File: src/rtl/conv_dot_pe.sv
module conv_dot_pe #(
  parameter int LANES = 8,
  parameter int DW    = 8,
  parameter int AW    = 32
) (
  input  logic                  clk,
  input  logic                  rst_n,
  input  logic                  in_valid,
  input  logic                  grp_first,
  input  logic                  grp_last,
  input  logic                  relu_on,
  input  logic [LANES*DW-1:0]   samples,
  input  logic [LANES*DW-1:0]   weights,
  input  logic [AW-1:0]         bias,
  output logic                  res_valid,
  output logic [AW-1:0]         res_data
);
  localparam int LG     = (LANES > 1) ? $clog2(LANES) : 0;
  localparam int LEAVES = 1 << LG;
  localparam int LAT    = LG + 2;

  // heap-ordered tree: node 1 is the root, leaves at LEAVES..2*LEAVES-1
  logic signed [AW-1:0] node [1:2*LEAVES-1];
  logic                 vld_p [0:LG];
  logic                 fst_p [0:LG];
  logic                 lst_p [0:LG];
  logic                 rlu_p [0:LG];
  logic [AW-1:0]        bia_p [0:LG];
  logic signed [AW-1:0] acc;

  genvar g;
  generate
    for (g = 0; g < LEAVES; g++) begin : g_leaf
      if (g < LANES) begin : g_mul
        always_ff @(posedge clk)
          node[LEAVES+g] <= AW'($signed(samples[g*DW +: DW])) * AW'($signed(weights[g*DW +: DW]));
      end else begin : g_pad
        always_ff @(posedge clk) node[LEAVES+g] <= '0;
      end
    end
    for (g = 1; g < LEAVES; g++) begin : g_add
      always_ff @(posedge clk) node[g] <= node[2*g] + node[2*g+1];
    end
  endgenerate

  always_ff @(posedge clk) begin
    if (!rst_n) begin
      for (int k = 0; k <= LG; k++) vld_p[k] <= 1'b0;
    end else begin
      vld_p[0] <= in_valid;
      for (int k = 1; k <= LG; k++) vld_p[k] <= vld_p[k-1];
    end
    fst_p[0] <= grp_first;
    lst_p[0] <= grp_last;
    rlu_p[0] <= relu_on;
    bia_p[0] <= bias;
    for (int k = 1; k <= LG; k++) begin
      fst_p[k] <= fst_p[k-1];
      lst_p[k] <= lst_p[k-1];
      rlu_p[k] <= rlu_p[k-1];
      bia_p[k] <= bia_p[k-1];
    end
  end

  logic signed [AW-1:0] seed, sum_sat;
  logic signed [AW:0]   wide;
  assign seed = fst_p[LG] ? $signed(bia_p[LG]) : acc;
  assign wide = {seed[AW-1], seed} + {node[1][AW-1], node[1]};
  assign sum_sat = (wide[AW] == wide[AW-1]) ? wide[AW-1:0] :
                   (wide[AW] ? {1'b1, {(AW-1){1'b0}}} : {1'b0, {(AW-1){1'b1}}});

  always_ff @(posedge clk) begin
    if (!rst_n) begin
      acc       <= '0;
      res_valid <= 1'b0;
      res_data  <= '0;
    end else begin
      res_valid <= vld_p[LG] & lst_p[LG];
      if (vld_p[LG]) begin
        acc <= sum_sat;
        if (lst_p[LG]) res_data <= (rlu_p[LG] && sum_sat[AW-1]) ? '0 : sum_sat;
      end
    end
  end

  assert_valid_match_R3: assert property (@(posedge clk) disable iff (!rst_n)
    res_valid == $past(in_valid && grp_last, LAT));
  assert_relu_nonneg_R4: assert property (@(posedge clk) disable iff (!rst_n)
    (res_valid && $past(relu_on, LAT)) |-> !res_data[AW-1]);
  assert_idle_hold_R7: assert property (@(posedge clk) disable iff (!rst_n)
    !vld_p[LG] |=> ($stable(acc) && $stable(res_data)));
  assert_reset_clear_R6: assert property (@(posedge clk)
    $rose(rst_n) |-> (!res_valid && res_data == '0));
endmodule

File: config.mk
export PLATFORM = sky130hd
export DESIGN_NAME = conv_dot_pe
export DESIGN_NICKNAME = d
export VERILOG_FILES = /design/src/rtl/conv_dot_pe.sv
export SDC_FILE = /design/constraint.sdc
export NUM_CORES = 2
export LEC_CHECK = 0
export ABC_AREA = 1
export BUFFER_PORTS_ARGS = -buffer_cell sky130_fd_sc_hd__buf_4
export CAP_MARGIN = 20
export CORE_UTILIZATION = 40
export DETAILED_ROUTE_END_ITERATION = 10
export GPL_ROUTABILITY_DRIVEN = 0
export HOLD_SLACK_MARGIN = 0.05
export PLACE_DENSITY_LB_ADDON = 0.12
export SYNTH_ARGS = -nofsm -noshare
export SYNTH_HDL_FRONTEND = slang
export SYNTH_SLANG_ARGS = --single-unit
File: constraint.sdc
create_clock -name clk -period 4.8 [get_ports clk]
set_input_delay 0.24 -clock clk [delete_from_list [all_inputs] [get_ports clk]]
set_output_delay 0.24 -clock clk [all_outputs]
set_load 0.005 [all_outputs]
* After elaboration in Yosys (flattened, before gate mapping)
Memory sizes are Yosys's and may differ from the RTL's.
Cells that the tools add are included.
** Cells by class
- $add $sub $neg :: 8
- Multipliers :: 8
- Equality and inequality tests :: 1
- Bitwise operators :: 5
- Multiplexer cells :: 10
- Reductions and logical operators :: 2
** Operators by type and width (count)
- $add A32 B32 Y32 :: 7
- $mul A8 B8 Y16 :: 8
- $mux W32 :: 4
- $add A32 B32 Y33 :: 1
- $mux W1 :: 6
- $or A1 B1 Y1 :: 4
- $reduce_and A2 Y1 :: 1
- $and A1 B1 Y1 :: 1
- $eq A1 B1 Y1 :: 1
- $logic_and A1 B1 Y1 :: 1
** Word-level totals
- Output and inout port bits :: 33
- Bits in writable memories :: 624
- Memories :: 6
- Logic and storage cells :: 43
- Register bits :: 65
- Input port bits :: 166
** Memory list
- node :: words 15, width 32, rd ports 15, clocked after Yosys merged registers in 0, wr ports 15, RTL line 23 : logic signed [AW-1:0] node [1:2*LEAVES-1];
- bia_p :: words 4, width 32, rd ports 4, clocked after Yosys merged registers in 0, wr ports 4, RTL line 28 : logic [AW-1:0] bia_p [0:LG];
- fst_p :: words 4, width 1, rd ports 4, clocked after Yosys merged registers in 0, wr ports 4, RTL line 25 : logic fst_p [0:LG];
- lst_p :: words 4, width 1, rd ports 4, clocked after Yosys merged registers in 0, wr ports 4, RTL line 26 : logic lst_p [0:LG];
- rlu_p :: words 4, width 1, rd ports 4, clocked after Yosys merged registers in 0, wr ports 4, RTL line 27 : logic rlu_p [0:LG];
- vld_p :: words 4, width 1, rd ports 4, clocked after Yosys merged registers in 0, wr ports 4, RTL line 24 : logic vld_p [0:LG];

* Longest topological paths before layout
- Depth after elaboration :: 6
- Mapped depth :: 24
- Mapped depth without buffers :: 21

* Least setup slack after synthesis
Ideal clock, no wire load.
- Path kind :: input -> register
- Start :: input port samples[56]
- End :: register, netlist name node[1][238]
- Stages :: 20
- Required time :: 4.677 ns
- Path buffers :: 1
- Setup time :: 0.123 ns
- Setup slack :: 0.640 ns
- Arrival :: 4.036 ns
- Path through :: clkbuf_1 -> or2_2 -> fa_1 -> fa_1 -> inv_1 -> fa_1 -> inv_1 -> fa_1 -> inv_1 -> ha_1 -> nand2_1 -> o21ai_0 -> nand2_1 -> nand2_1 -> a21oi_1 -> o21ai_0 -> nand2_1 -> nand2_1 -> a21oi_1 -> xor2_1
** RTL lines
- from (decl) :: RTL line 12 : input logic [LANES*DW-1:0] samples,

==> results.toml <==
[status]
status = "completed"

[critical_path]
cp-startpoint = "weights[57]"
path_delay_family = "adder cells"
cpMostUsedCell = "nand2_1"
cp.arrival_ns = 4.80
cp_cell_sequence = "dlygate4sd3_1 > buf_4 > nand2_1 > inv_1 > fa_1 > inv_1 > fa_1 > inv_1 > fa_1 > inv_1 > fa_1 > inv_1 > ha_1 > nand2_1 > o21ai_0 > nand2_1 > nand2_1 > a21oi_1 > o21ai_0 > nand2_1 > nand2_1 > a21oi_1 > xor2_1"
critPathLaunchType = "input port"
endpoint_kind = "flip-flop"
crit_buf_inv = 7
worstSetupPathType = "input port to flip-flop"
crit_fanout = 8
critPathMaxStageDelay_ns = 0.55
worst_ep_required_time_ns = 5.29
cp_slowest_cell = "dlygate4sd3_1"
r2r-start = "fst_p[3]"

[timing]
tightest_slew_ns = 0.750
tns_ns = 0
final_max_slew_viol_count = 0
hold_violations = 0
fmax_mhz = 232
rsz0062_at_grt = "no"
clock_skew_ns = 0.0307
maxSlewHeadroom = 0.498
min_period_ns = 4.31
setup_violations = 0
period_share = 0.898
hold_slack_ns = 0.0816

[flow_run]
max_cap_viol_count = 0

[logic_synthesis]
ys.flop_type = "dfxtp_1"
synth_edf_count = 0
ys_top_cells_by_area = "dfxtp_1, fa_1, ha_1"
yosysSeqAreaShare = 0.257
synth_cells = 5371
syn-num-nets = 6414
yosys_warnings = 0
ys_async_sr_fraction = 0
ys_types = 49
avgSynthCellArea_sq_um = 8.15
netlist_top_cells_count = "inv_1, nand2_1, dfxtp_1"
yosys.area.top_type_share = 0.257
synth_area_sq_um = 43800
synth_largest_area_cell = "dfxtp_1"
synth_most_common_cell = "inv_1"
ys_seq_elements = 561

[pwr]
ir_worst_vdd_v = 0.000276
power_mw = 32.4
p_leak_nw = 26.9
pwr_density_cell_nw_per_um2 = 655

[routing]
route.detailed.drc = 0
routedWlPerCell_um = 13.6
ant_nets = 0
num_vias = 32100
firstDrtPassIters = 5
vias_per_cell = 4.57
drt_iter0_drc = 1258
totalWireLength_um = 95700

[floorplan]
placementRows = 120
core-area_sq_um = 108000
chipWidth_um = 333
io_pins = 199
fp.dieH_um = 333
die_area_sq_um = 111000
start_util = 0.406

[clocking]
clk_pin_slew_worst_paths_ns = 0.06
cts_buffers = 67
cts_buffer_depth = 3
root_buffer = "clkbuf_16"
clk_latency_ns = 0.62
cts_resized = 0
clkSinkCount = 561
htreeDepth = 3
cts_tree = "yes"

[layout]
area_delta_synth_final_pct = 13.1
design_area_sq_um = 49500
drive_gt1_frac = 0.0851
final_nets = 6614

[grt]
grt-ovfl-total = 0
grt_max_degree = 60
antenna_found_initial = 3
gr-usage-all-layers = 0.179
grt_pass1_wl_um = 164000
grt_pass1_vias = 33200

[placement]
hpwlAfterDp_um = 80400
io_buffer_count = 198
place_area_sq_um = 46400

[hold_path]
hp-class = "input port to flip-flop"
hold_start = "weights[42]"
[worst paths after layout]
check,slack (ns),depth (start not counted),endpoint
min reg2reg,0.31,0,bia_p[1][0]
max,0.49,23,node[1][238]
max reg2reg,1.27,16,acc[5]
min,0.08,4,node[1][162]
[registers in the layout, indices dropped and copies added, names as in the netlist]
register   count
vld_p          4
node         352
fst_p          4
acc           32
res_valid      1
lst_p          4
res_data      32
rlu_p          4
bia_p        128
[worst register-to-register path, stage by stage (launching register included)]
cell     delay [ns]
dfxtp_2        0.61
buf_12         0.25
nand2_1        0.11
o21ai_0        0.16
ha_1           0.37
a21oi_1        0.25
nand2_1        0.14
a21oi_1        0.18
nand2_2        0.15
nand2_2        0.11
nand2_2        0.06
nand2_2        0.08
nand2_4        0.07
nand2_4        0.43
nand2_1        0.23
o21ai_1        0.16
inv_1          0.05
[through the flow]
stage | utilization | setup WS (ns) | instances
detailed placement | 0.431 | 0.370 | 6822
global placement | 0.431 | 0.369 | 6822
floorplan | - | 0.640 | 5371
global route | 0.459 | 0.170 | 7022
finish | 0.459 | 0.489 | 7022
CTS | 0.459 | 0.511 | 7021
[layout by cell type (no fill, tap or decap), drive strengths merged, types with 83 or more instances in the layout]
cell            n
inv          1320
nand2        1140
dfxtp         561
fa            456
ha            421
a21oi         329
nor2          231
o21ai         207
buf           203
xor2          192
xnor2         105
dlygate4sd3    83
clkbuf         83
[report_power, final]
part / total (mW) / switching, mW / internal (mW) / leakage, nW
sequential: 7.43 / 0.860 / 6.57 / 4.70
combinational: 19.9 / 12.1 / 7.75 / 21.1
clock: 5.14 / 2.05 / 3.09 / 1.10
[repair_timing]
item / 4_1_cts / 5_1_grt
hold buffers: 83 / 0
endpoints found under the hold margin: 67 / 0
setup buffers: 0 / 0
[layer usage]
layer,vias to the layer above,part of all wire,global-route usage
li1,16500,-,-
met1,15000,0.47,0.239
met2,410,0.48,0.308
met3,112,0.033,0.0230
met4,2,0.020,0.0399
met5,-,0.00013,0
[final cells by class]
class                   instances  area, sq um
diodes                          1         2.50
clock buffers                  83         1810
clock inverters                33          450
inverters                    1313         4930
repair buffers                286         2380
flip-flops and latches        561        11200
fillers                     10800        58300
multi-input cells            3342        27000
well taps                    1403         1760
[kinds of logic after synthesis]
family / share of synthesized area
simple gates: 0.144
buf+inv: 0.127
fa+ha+maj: 0.329
compound gates: 0.0830
flops: 0.257
xor+xnor: 0.0594
mux: 0.00103
Note: power is estimated with default switching activity, not from simulation.
